File: src/rtl/wsg_pkg.sv
package wsg_pkg;
  typedef enum logic [1:0] {
    ST_IDLE = 2'd0,
    ST_WAIT = 2'd1,
    ST_EXT  = 2'd2,
    ST_DONE = 2'd3
  } wsgState_e;

  // strobes from control to datapath
  typedef struct packed {
    logic load;   // capture setting and load counter
    logic dec;    // count one programmed wait down
    logic busy;   // an access is in progress
  } wsgCtl_t;

  localparam int MAX_WAITS = 25;

  // SRAM-style table: linear up to 9, then non-linear steps
  function automatic logic [7:0] sramWaits(input logic [3:0] code);
    logic [7:0] r;
    case (code)
      4'd10:   r = 8'd11;
      4'd11:   r = 8'd13;
      4'd12:   r = 8'd15;
      4'd13:   r = 8'd17;
      4'd14:   r = 8'd21;
      4'd15:   r = 8'd25;
      default: r = {4'd0, code};
    endcase
    return r;
  endfunction

  // multiplexed mode: bit2 -> later beats, bits1:0 -> first beat
  function automatic logic [7:0] muxWaits(input logic [3:0] code,
                                          input logic later,
                                          input logic wr);
    logic [7:0] r;
    if (later)
      r = {7'd0, code[2]};
    else if (code[1:0] == 2'b00)
      r = wr ? 8'd0 : 8'd1;
    else
      r = {6'd0, code[1:0]};
    return r;
  endfunction
endpackage

File: src/rtl/wsg_datapath.sv
module wsg_datapath
  import wsg_pkg::*;
#(
  parameter int CODE_W = 4,
  parameter int CNT_W  = 5
)(
  input  logic              clk,
  input  logic              rst,
  input  wsgCtl_t           ctl,
  input  logic [CODE_W-1:0] waitCode,
  input  logic              muxMode,
  input  logic              isWrite,
  input  logic              laterBeat,
  output logic              liveZero,
  output logic              liveHonor,
  output logic              cntOne,
  output logic              honorQ
);
  localparam logic [CODE_W-1:0] CODE_RST = '1;

  logic [CNT_W-1:0]  cnt;
  logic [CNT_W-1:0]  liveCount;
  logic [CODE_W-1:0] cfgQ;
  logic              modeQ;
  logic [7:0]        rawCount;

  always_comb begin
    if (muxMode)
      rawCount = muxWaits(waitCode[3:0], laterBeat, isWrite);
    else if (laterBeat)
      rawCount = 8'd0;
    else
      rawCount = sramWaits(waitCode[3:0]);
    liveCount = rawCount[CNT_W-1:0];
  end

  assign liveZero  = (liveCount == '0);
  assign liveHonor = muxMode || (waitCode != '0);

  always_ff @(posedge clk) begin
    if (rst) begin
      cnt   <= '0;
      cfgQ  <= CODE_RST;
      modeQ <= 1'b0;
    end else if (ctl.load) begin
      cnt   <= liveCount;
      cfgQ  <= waitCode;
      modeQ <= muxMode;
    end else if (ctl.dec) begin
      cnt   <= cnt - 1'b1;
    end
  end

  assign cntOne = (cnt == CNT_W'(1));
  assign honorQ = modeQ || (cfgQ != '0);

  // captured setting frozen while busy
  p_cfg_held_r11: assert property (@(posedge clk) disable iff (rst)
    (ctl.busy && !ctl.load) |=> ($stable(cfgQ) && $stable(modeQ)));
  // counter never exceeds table maximum
  p_cnt_bound_r3: assert property (@(posedge clk) disable iff (rst)
    cnt <= CNT_W'(MAX_WAITS));
  // counter only moves down during waits
  p_cnt_down_r10: assert property (@(posedge clk) disable iff (rst)
    ctl.dec |=> (cnt == $past(cnt) - 1'b1));
endmodule

File: src/rtl/wsg_ctrl.sv
module wsg_ctrl
  import wsg_pkg::*;
(
  input  logic    clk,
  input  logic    rst,
  input  logic    startStrb,
  input  logic    extWaitN,
  input  logic    liveZero,
  input  logic    liveHonor,
  input  logic    cntOne,
  input  logic    honorQ,
  output wsgCtl_t ctl,
  output logic    waitActive,
  output logic    accessDone
);
  wsgState_e state, stateNx;

  always_comb begin
    stateNx = state;
    unique case (state)
      ST_IDLE: if (startStrb) begin
        if (!liveZero)
          stateNx = ST_WAIT;
        else if (liveHonor && !extWaitN)
          stateNx = ST_EXT;
        else
          stateNx = ST_DONE;
      end
      ST_WAIT: if (cntOne)
        stateNx = (honorQ && !extWaitN) ? ST_EXT : ST_DONE;
      ST_EXT:  if (extWaitN) stateNx = ST_DONE;
      ST_DONE: stateNx = ST_IDLE;
      default: stateNx = ST_IDLE;
    endcase
  end

  always_ff @(posedge clk) begin
    if (rst) state <= ST_IDLE;
    else     state <= stateNx;
  end

  always_comb begin
    ctl.load = (state == ST_IDLE) && startStrb;
    ctl.dec  = (state == ST_WAIT);
    ctl.busy = (state != ST_IDLE);
  end

  assign waitActive = (state == ST_WAIT) || (state == ST_EXT);
  assign accessDone = (state == ST_DONE);

  // done is a single-cycle pulse
  p_done_single_r10: assert property (@(posedge clk) disable iff (rst)
    accessDone |=> !accessDone);
  // end of waiting leads straight to done
  p_wait_to_done_r10: assert property (@(posedge clk) disable iff (rst)
    (waitActive && stateNx == ST_IDLE) |-> 1'b0);
  // external extension only when the pin is honoured
  p_ext_honoured_r4: assert property (@(posedge clk) disable iff (rst)
    (state == ST_EXT) |-> honorQ);
  // a start while busy does not restart the access
  p_start_ignored_r12: assert property (@(posedge clk) disable iff (rst)
    (state == ST_DONE && startStrb) |=> (state == ST_IDLE));
  // reset returns to idle
  p_reset_idle_r13: assert property (@(posedge clk)
    rst |=> (!waitActive && !accessDone));
endmodule

File: src/rtl/wait_state_gen.sv
module wait_state_gen
  import wsg_pkg::*;
#(
  parameter int CODE_W = 4,
  parameter int CNT_W  = 5
)(
  input  logic              clk,
  input  logic              rst,
  input  logic [CODE_W-1:0] waitCode,
  input  logic              muxMode,
  input  logic              startStrb,
  input  logic              isWrite,
  input  logic              laterBeat,
  input  logic              extWaitN,
  output logic              waitActive,
  output logic              accessDone
);
  wsgCtl_t ctl;
  logic liveZero, liveHonor, cntOne, honorQ;

  wsg_datapath #(.CODE_W(CODE_W), .CNT_W(CNT_W)) u_dp (
    .clk(clk), .rst(rst), .ctl(ctl),
    .waitCode(waitCode), .muxMode(muxMode), .isWrite(isWrite),
    .laterBeat(laterBeat), .liveZero(liveZero), .liveHonor(liveHonor),
    .cntOne(cntOne), .honorQ(honorQ)
  );

  wsg_ctrl u_ctl (
    .clk(clk), .rst(rst), .startStrb(startStrb), .extWaitN(extWaitN),
    .liveZero(liveZero), .liveHonor(liveHonor), .cntOne(cntOne),
    .honorQ(honorQ), .ctl(ctl), .waitActive(waitActive),
    .accessDone(accessDone)
  );

  // outputs never overlap
  p_no_overlap_r10: assert property (@(posedge clk) disable iff (rst)
    !(waitActive && accessDone));
endmodule

File: config.mk
export PLATFORM = sky130hd
export DESIGN_NAME = wait_state_gen
export DESIGN_NICKNAME = d
export VERILOG_FILES = /design/src/rtl/wsg_pkg.sv /design/src/rtl/wsg_datapath.sv /design/src/rtl/wsg_ctrl.sv /design/src/rtl/wait_state_gen.sv
export SDC_FILE = /design/constraint.sdc
export NUM_CORES = 1
export LEC_CHECK = 0
export ABC_CLOCK_PERIOD_IN_PS = 2300
export BUFFER_PORTS_ARGS = -buffer_cell sky130_fd_sc_hd__buf_4
export CORE_MARGIN = 2
export CORE_UTILIZATION = 55
export CTS_BUF_LIST = sky130_fd_sc_hd__clkbuf_8 sky130_fd_sc_hd__clkbuf_16
export CTS_CLUSTER_SIZE = 24
export DETAILED_ROUTE_END_ITERATION = 7
export GPL_TIMING_DRIVEN = 0
export PLACE_DENSITY_LB_ADDON = 0.15
export SKIP_CTS_REPAIR_TIMING = 1
export SYNTH_ARGS = -nofsm -noshare
export SYNTH_HDL_FRONTEND = slang
export SYNTH_HIERARCHICAL = 1
export SYNTH_SLANG_ARGS = --single-unit
File: constraint.sdc
create_clock -name clk -period 2.3 [get_ports clk]
set_clock_uncertainty 0.15 [all_clocks]
set_input_delay 0.46 -clock clk [delete_from_list [all_inputs] [get_ports clk]]
set_output_delay 0.46 -clock clk [all_outputs]
set_load 0.01 [all_outputs]
# Word level (Yosys, flattened, before mapping)
# Index checks and enable logic that the tools add are counted.
[totals]
ff_bits = 12
output_inout_bits = 2
[classes]
add_sub_neg = 1
n_eq_ne = 13
n_mux = 15
n_reduce_logical = 14
[op_table]
columns = ["operator", "count"]
rows = [
  ["5-bit case mux with 6 select lines", 1],
  ["5-bit 2-to-1 mux", 5],
  ["4-bit equality test, second input constant", 6],
  ["2-bit 2-to-1 mux", 5],
  ["2-bit case mux with 4 select lines", 1],
  ["4-bit nonzero test", 2],
  ["5-bit by 1-bit equality test with 1-bit output, second input constant", 1],
  ["5-bit logical NOT", 1],
  ["5-bit by 1-bit subtractor with 5-bit output, second input constant", 1],
  ["2-bit equality test, second input constant", 2],
  ["2-bit logical NOT", 2],
  ["2-bit inequality test, second input constant", 2],
  ["1-bit logical AND", 3],
  ["1-bit logical OR", 3],
  ["1-bit 2-to-1 mux", 3],
  ["3-bit AND reduction", 1],
  ["2-bit by 1-bit equality test with 1-bit output, second input constant", 1],
  ["2-bit by 1-bit inequality test with 1-bit output, second input constant", 1],
  ["2-bit nonzero test", 1],
  ["1-bit logical NOT", 1],
]

# Depth between registers and ports, before layout
# Gate-level depths: netlist (run 1).
[depth]
ltp_word = 8
mapped_depth = 7

# By module
# The synthesis (run 1) kept the hierarchy.
[by_module_without_submodules]
columns = ["module", "instances", "cells_each", "area_each_um2", "seq_area_each_um2"]
rows = [
  ["wsg_datapath", 1, 78, 718.2, 200.2],
  ["wsg_ctrl", 1, 25, 227.7, 40.0],
]

# Worst setup path before layout (run 1)
# Ideal clock, no wire load.
[synth_timing]
path_kind = "register to register"
start = "register u_dp.cnt[0]"
end = "register u_ctl.state[0]"
t_arrival_ns = 1.664
required_time_ns = 2.063
setup_slack_ns = 0.399
stages_incl_launch_ff = 6
path_cell_list = "dfxtp_1 -> ha_1 -> nor4b_1 -> nor2b_4 -> or4_1 -> o31ai_1"
[synth_between]
elab_chain_len = 3
[synth_rtl]
columns = ["item", "line", "text"]
rows = [
  ["start, declared", "wsg_datapath.sv:21", "logic [CNT_W-1:0] cnt;"],
  ["start signal, assigned", "wsg_datapath.sv:46", "cnt <= liveCount;"],
  ["start signal, assigned", "wsg_datapath.sv:50", "cnt <= cnt - 1'b1;"],
  ["5-bit by 1-bit equality test with 1-bit output", "wsg_datapath.sv:54", "assign cntOne = (cnt == CNT_W'(1));"],
  ["net cntOne", "wait_state_gen.sv:19", "logic liveZero, liveHonor, cntOne, honorQ;"],
  ["2-bit by 1-bit inequality test with 1-bit output (no line)", "-", ""],
  ["3-bit AND reduction (no line)", "-", ""],
  ["end signal, assigned", "wsg_ctrl.sv:39", "else state <= stateNx;"],
  ["end, declared", "wsg_ctrl.sv:16", "wsgState_e state, stateNx;"],
]
# The timed path passes the listed nets, and every way through them passes these cells.
# A chain may end at the register's enable or synchronous reset.

# Worst setup path in the final report (run 1)
# Ends and elaborated chain as after synthesis.

==> flow_results.xml, run 1 <==
<?xml version="1.0" encoding="UTF-8"?>
<metrics>
  <group name="clock_tree">
    <metric name="clock_tree_from_tritoncts" unit="">done</metric>
    <metric name="cts_sinks" unit="">12</metric>
    <metric name="worst_setup_hold_path_clk_slew" unit="ns">0.06</metric>
    <metric name="cts.path.max_buffers" unit="">2</metric>
    <metric name="clk-insertion-delay-late" unit="ns">0.24</metric>
    <metric name="cts_buffers" unit="">3</metric>
    <metric name="cts.root.buffer_cell" unit="">clkbuf_8</metric>
    <metric name="h_tree_depth" unit="">1</metric>
  </group>
  <group name="drt">
    <metric name="drtPass1Iterations" unit="">4</metric>
    <metric name="final_antenna_net_count" unit="">0</metric>
    <metric name="drc" unit="">0</metric>
    <metric name="total_via_count_in_the_routed_design" unit="">779</metric>
    <metric name="routed_via_density" unit="">5.95</metric>
    <metric name="drtIter0Drc" unit="">6</metric>
    <metric name="postRouteWirelength" unit="um">1920</metric>
    <metric name="wire_per_inst" unit="um">14.7</metric>
  </group>
  <group name="run_status">
    <metric name="outcome" unit="">finished, final reports clean</metric>
  </group>
  <group name="global_routing">
    <metric name="grt_first_pass_wirelength" unit="um">2950</metric>
    <metric name="globalRouteOverflowTotal" unit="">0</metric>
    <metric name="initial_antenna_violation_count" unit="">0</metric>
    <metric name="grt_max_degree" unit="">11</metric>
    <metric name="grt_resource_usage_total" unit="%">19.9</metric>
    <metric name="first_global_vias" unit="">692</metric>
  </group>
  <group name="placement">
    <metric name="dpl_worst_slack" unit="ns">0.271</metric>
    <metric name="gp_routability_congestion" unit="">0.770</metric>
    <metric name="estimated_wirelength_of_the_detail_placed_design" unit="um">1340</metric>
    <metric name="port_buffers" unit="">9</metric>
  </group>
  <group name="timing">
    <metric name="final-setup-viol-count" unit="">0</metric>
    <metric name="setup_total_negative_slack" unit="ns">0</metric>
    <metric name="fmax" unit="MHz">485</metric>
    <metric name="period_needed" unit="ns">2.06</metric>
    <metric name="worst_slew_pin_slew" unit="ns">0.512</metric>
    <metric name="setup_repair_after_global_routing_missed_its_margin" unit="">false</metric>
    <metric name="slew_headroom" unit="%">65.4</metric>
    <metric name="timing_max_transition_violations_final" unit="">0</metric>
    <metric name="finalHoldViolCount" unit="">0</metric>
    <metric name="fraction_of_the_cycle_the_final_worst_path_needs" unit="%">89.7</metric>
    <metric name="worst_slack" unit="ns">0.237</metric>
  </group>
  <group name="floorplan">
    <metric name="placement_rows" unit="">14</metric>
    <metric name="boundaryPins" unit="">13</metric>
    <metric name="floorplan.core_area" unit="um2">1560</metric>
    <metric name="floorplan.initialDensity" unit="%">60.4</metric>
    <metric name="die_w" unit="um">45.4</metric>
    <metric name="fp.dieArea" unit="um2">2060</metric>
    <metric name="die_h" unit="um">45.4</metric>
  </group>
  <group name="setup_path">
    <metric name="crit_fanout" unit="">4</metric>
    <metric name="worstSetupStartpointType" unit="">register</metric>
    <metric name="worst_setup_path_end_kind" unit="">register</metric>
    <metric name="wp_data_required" unit="ns">2.30</metric>
    <metric name="worstPathBufferInverterCount" unit="">0</metric>
    <metric name="crit_chain" unit="">ha_1 -&gt; nor4b_1 -&gt; nor2b_4 -&gt; or4_1 -&gt; o31ai_1</metric>
    <metric name="timing.critical_path.slowest_cell_delay" unit="ns">0.52</metric>
    <metric name="worst_path_dominant_cell_family" unit="">simple AND/OR/NAND/NOR gates</metric>
    <metric name="critical_path.slowest_cell" unit="">or4_1</metric>
    <metric name="worstPathArrival" unit="ns">2.06</metric>
    <metric name="timing.setup.critical_path_class" unit="">register to register</metric>
  </group>
  <group name="yosys">
    <metric name="netlist_instances" unit="">102</metric>
    <metric name="syn_avg_cell_area" unit="um2">9.24</metric>
    <metric name="synth.cell_area" unit="um2">942</metric>
    <metric name="ys_warns" unit="">6</metric>
    <metric name="mappedNetlistNets" unit="">120</metric>
  </group>
  <group name="power_and_ir_drop">
    <metric name="internal_power" unit="mW">0.684</metric>
    <metric name="power_density" unit="nW/um2">983</metric>
    <metric name="netSwitchingFraction" unit="%">35.8</metric>
    <metric name="p_switching" unit="mW">0.382</metric>
    <metric name="share_comb_of_total_power" unit="%">47.1</metric>
    <metric name="share_seq_of_total_power" unit="%">31.5</metric>
    <metric name="worst_ir_drop_vdd" unit="mV">0.559</metric>
    <metric name="power.share.clock" unit="%">21.5</metric>
    <metric name="leakagePower" unit="nW">0.447</metric>
  </group>
  <group name="final_layout">
    <metric name="layout.filler_cells" unit="">124</metric>
    <metric name="relative_area_change_from_synthesis_to_final_layout" unit="%">15.1</metric>
    <metric name="fin_util" unit="%">69.6</metric>
    <metric name="final_layout_size_suffix_gt1_share" unit="%">20.9</metric>
    <metric name="antennaDiodeCount" unit="">0</metric>
    <metric name="finish.net_count" unit="">134</metric>
  </group>
  <group name="min_path">
    <metric name="hold_class" unit="">primary input to register</metric>
  </group>
  <group name="run">
    <metric name="count_of_maximum_capacitance_violations" unit="">0</metric>
  </group>
</metrics>
[area by class of cell]
class,instances,area [um2],share of cell area [%]
buffer,5,61.3,5.65
clock buffer,4,55.1,5.07
inverter,8,30.0,2.77
multi-input combinational,77,611,56.3
sequential,12,240,22.1
tap,16,20.0,1.85
timing repair buffer,9,67.6,6.23
[power by group through the flow]
| stage | sequential, mW | clock, mW | combinational (mW) |
|---|---|---|---|
| 2_1_floorplan | 0.325 | 0 | 0.393 |
| 3_3_place_gp | 0.335 | 0 | 0.487 |
| 3_5_place_dp | 0.340 | 0 | 0.498 |
| 4_1_cts | 0.336 | 0.238 | 0.502 |
| 5_1_grt | 0.343 | 0.245 | 0.555 |
| 6_report | 0.336 | 0.229 | 0.502 |
[registers in the layout (all words and copies together), names as in the netlist]
signal	cells
u_ctl/state	2
u_dp/cnt	5
u_dp/cfgQ	4
u_dp/modeQ	1
[path summary, 6_finish.rpt]
| kind | start | to | slack [ns] | depth (start not counted) |
|---|---|---|---|---|
| worst min-delay path | rst | u_ctl/state[1] | 0.26 | 2 |
| worst max register to register | u_dp/cnt[0] | u_ctl/state[0] | 0.24 | 5 |
| worst max-delay path | u_dp/cnt[0] | u_ctl/state[0] | 0.24 | 5 |
| worst min register to register | u_dp/modeQ | u_dp/modeQ | 0.35 | 2 |
[through the flow]
stage,instance area [um2],cells,hold slack [ns],power (mW)
finish,1080,131,0.264,1.07
global route,1080,131,0.256,1.14
CTS,1080,131,0.257,1.08
detailed placement,1030,127,0.341,0.838
global placement,1030,127,0.329,0.822
floorplan,942,102,0.311,0.717
[cell usage in the layout, fill, tap and decap left out, drive strengths merged, types with 2 or more instances in the layout]
| cell type | count |
|---|---|
| nor2b | 7 |
| dfxtp | 12 |
| mux2i | 2 |
| buf | 12 |
| nor3b | 2 |
| inv | 8 |
| a21oi | 2 |
| a21boi | 3 |
| or4 | 2 |
| a211o | 4 |
| or2 | 2 |
| and2 | 2 |
| o22ai | 3 |
| nor2 | 4 |
| o21ai | 5 |
| nand2 | 3 |
| and4b | 2 |
| xnor2 | 3 |
| clkbuf | 6 |
| nand2b | 3 |
| ha | 7 |
| nor4 | 2 |
| o31ai | 2 |
| nor4b | 2 |
[metal layers]
layer | global-route usage, % | up-vias | wire, um
li1 | - | 398 | -
met1 | 25.0 | 360 | 896
met2 | 32.7 | 17 | 943
met3 | 3.97 | 4 | 65
met4 | 8.82 | 0 | 17
met5 | 0 | - | 0
Power figures use the tool's default switching activity.
==> run 2: changes to the inputs <==
--- a/config.mk
+++ b/config.mk
@@ -14,5 +14,5 @@
 export DETAILED_ROUTE_END_ITERATION = 7
 export GPL_TIMING_DRIVEN = 0
-export PLACE_DENSITY_LB_ADDON = 0.15
+export PLACE_DENSITY = 0.75
 export SKIP_CTS_REPAIR_TIMING = 1
 export SYNTH_ARGS = -nofsm -noshare
==> constraint.sdc (replaced) <==
create_clock -name clk -period 2.3 [get_ports clk]
set_clock_uncertainty 0.15 [all_clocks]
set_input_delay 0.23 -clock clk [delete_from_list [all_inputs] [get_ports clk]]
set_output_delay 0.23 -clock clk [all_outputs]
set_load 0.01 [all_outputs]
==> flow_results.xml, run 2 (synthesis results as in run 1) <==
<?xml version="1.0" encoding="UTF-8"?>
<metrics>
  <group name="drt">
    <metric name="final_antenna_net_count" unit="">0</metric>
    <metric name="drtPass1Iterations" unit="">4</metric>
    <metric name="drtIter0Drc" unit="">17</metric>
    <metric name="drc" unit="">0</metric>
    <metric name="routed_via_density" unit="">6.01</metric>
    <metric name="wire_per_inst" unit="um">13.9</metric>
    <metric name="total_via_count_in_the_routed_design" unit="">781</metric>
    <metric name="postRouteWirelength" unit="um">1810</metric>
  </group>
  <group name="min_path">
    <metric name="hp-start" unit="">rst</metric>
    <metric name="hold_path_depth" unit="">2</metric>
    <metric name="hold_class" unit="">primary input to register</metric>
  </group>
  <group name="clock_tree">
    <metric name="cts_buffers" unit="">3</metric>
    <metric name="clk-insertion-delay-late" unit="ns">0.23</metric>
    <metric name="worst_setup_hold_path_clk_slew" unit="ns">0.05</metric>
    <metric name="cts_sinks" unit="">12</metric>
    <metric name="clock_tree_from_tritoncts" unit="">done</metric>
    <metric name="cts.path.max_buffers" unit="">2</metric>
    <metric name="h_tree_depth" unit="">1</metric>
    <metric name="cts.root.buffer_cell" unit="">clkbuf_8</metric>
  </group>
  <group name="placement">
    <metric name="port_buffers" unit="">9</metric>
    <metric name="estimated_wirelength_of_the_detail_placed_design" unit="um">1360</metric>
    <metric name="placedInstanceArea" unit="um2">1030</metric>
    <metric name="gp_routability_congestion" unit="">0.757</metric>
  </group>
  <group name="final_layout">
    <metric name="largest_reg_flops" unit="">5</metric>
    <metric name="relative_area_change_from_synthesis_to_final_layout" unit="%">13.7</metric>
    <metric name="final_layout_size_suffix_gt1_share" unit="%">20.2</metric>
    <metric name="register_with_the_highest_flop_count" unit="">u_dp/cnt</metric>
    <metric name="reg_top3" unit="">u_dp/cnt x5, u_dp/cfgQ x4, u_ctl/state x2</metric>
    <metric name="fin_util" unit="%">68.7</metric>
    <metric name="design_area" unit="um2">1070</metric>
    <metric name="antennaDiodeCount" unit="">0</metric>
    <metric name="finish.net_count" unit="">134</metric>
    <metric name="mostFrequentLayoutCell" unit="">dfxtp_1</metric>
    <metric name="mostFrequentLayoutCells" unit="">12 x dfxtp_1, 9 x buf_4, 8 x inv_1</metric>
  </group>
  <group name="global_routing">
    <metric name="first_global_vias" unit="">653</metric>
    <metric name="initial_antenna_violation_count" unit="">0</metric>
    <metric name="grt_resource_usage_total" unit="%">18.9</metric>
    <metric name="globalRouteOverflowTotal" unit="">0</metric>
    <metric name="grt_max_degree" unit="">11</metric>
    <metric name="grt_first_pass_wirelength" unit="um">2790</metric>
  </group>
  <group name="floorplan">
    <metric name="fp.dieArea" unit="um2">2060</metric>
    <metric name="floorplan.initialDensity" unit="%">60.4</metric>
    <metric name="die_h" unit="um">45.4</metric>
    <metric name="boundaryPins" unit="">13</metric>
    <metric name="die_w" unit="um">45.4</metric>
    <metric name="placement_rows" unit="">14</metric>
    <metric name="floorplan.core_area" unit="um2">1560</metric>
  </group>
  <group name="timing">
    <metric name="period_needed" unit="ns">2.10</metric>
    <metric name="fraction_of_the_cycle_the_final_worst_path_needs" unit="%">91.5</metric>
    <metric name="finalHoldViolCount" unit="">0</metric>
    <metric name="setup_total_negative_slack" unit="ns">0</metric>
    <metric name="slew_headroom" unit="%">61.8</metric>
    <metric name="final-setup-viol-count" unit="">0</metric>
    <metric name="setup_repair_after_global_routing_missed_its_margin" unit="">false</metric>
    <metric name="hold_ws" unit="ns">0.0386</metric>
    <metric name="timing_max_transition_violations_final" unit="">0</metric>
    <metric name="fmax" unit="MHz">475</metric>
    <metric name="worst_slew_pin_slew" unit="ns">0.565</metric>
  </group>
  <group name="power_and_ir_drop">
    <metric name="power.share.clock" unit="%">18.2</metric>
    <metric name="internal_power" unit="mW">0.651</metric>
    <metric name="power_density" unit="nW/um2">961</metric>
    <metric name="p_switching" unit="mW">0.379</metric>
    <metric name="share_comb_of_total_power" unit="%">49.2</metric>
    <metric name="share_seq_of_total_power" unit="%">32.5</metric>
    <metric name="leakagePower" unit="nW">0.440</metric>
    <metric name="netSwitchingFraction" unit="%">36.8</metric>
    <metric name="worst_ir_drop_vdd" unit="mV">0.515</metric>
    <metric name="report.power.total" unit="mW">1.03</metric>
  </group>
  <group name="setup_path">
    <metric name="worstPathArrival" unit="ns">2.10</metric>
    <metric name="rr_startpoint" unit="">u_dp/cnt[0]</metric>
    <metric name="worst_setup_path_startpoint" unit="">u_dp/cnt[0]</metric>
    <metric name="worstSetupStartpointType" unit="">register</metric>
    <metric name="wp_data_required" unit="ns">2.30</metric>
    <metric name="crit_fanout" unit="">4</metric>
    <metric name="worst_r2r_path_depth" unit="">5</metric>
    <metric name="worst_setup_path_end_kind" unit="">register</metric>
    <metric name="timing.setup.critical_path_class" unit="">register to register</metric>
  </group>
  <group name="run_status">
    <metric name="outcome" unit="">finished, final reports clean</metric>
  </group>
  <group name="run">
    <metric name="count_of_maximum_capacitance_violations" unit="">0</metric>
  </group>
</metrics>
run 2: cell count changes in the layout (fill, tap and decap cells not counted), sizes merged:
cell,before,now
clkbuf,6,5
run 2: power groups by stage:
stage / Sequential, mW / Combinational (mW) / Clock [mW]
after floorplan: 0.325 / 0.393 / 0
after global placement: 0.336 / 0.488 / 0
after detailed placement: 0.340 / 0.505 / 0
after CTS: 0.336 / 0.509 / 0.193
after global routing: 0.343 / 0.562 / 0.201
final: 0.335 / 0.507 / 0.188
run 2: metrics by stage:
step                      instances  setup WS (ns)
after global placement          127          0.252
after floorplan                 102          0.399
after global routing            130         0.0668
after detailed placement        127          0.203
after CTS                       130          0.171
final                           130          0.195
run 2: final cells by class:
cell class                 count  area, um2
inverter                       8       30.0
multi-input combinational     77        611
sequential                    12        240
tap                           16       20.0
clock buffer                   3       41.3
timing repair buffer           9       67.6
buffer                         5       61.3
fill                         137        488
run 2: path summary, 6_finish.rpt:
kind                    end  slack [ns]
max reg2reg  u_ctl/state[0]        0.20
min reg2reg      u_dp/modeQ        0.36
min          u_ctl/state[1]        0.04
max          u_ctl/state[0]        0.20
run 2: worst max-delay path, stage by stage (launching register included):
cell and delay, ns:
dfxtp_1 0.41, ha_1 0.17, nor4b_1 0.48, nor2b_4 0.09, or4_1 0.52, o31ai_1 0.20
run 2: routing by layer:
metal,vias to the layer above,GRT usage [%],part of all wire [%]
li1,401,-,-
met1,376,22.8,47
met2,4,33.8,52
met3,0,3.57,0.94
met4,0,5.29,0
met5,-,0,0
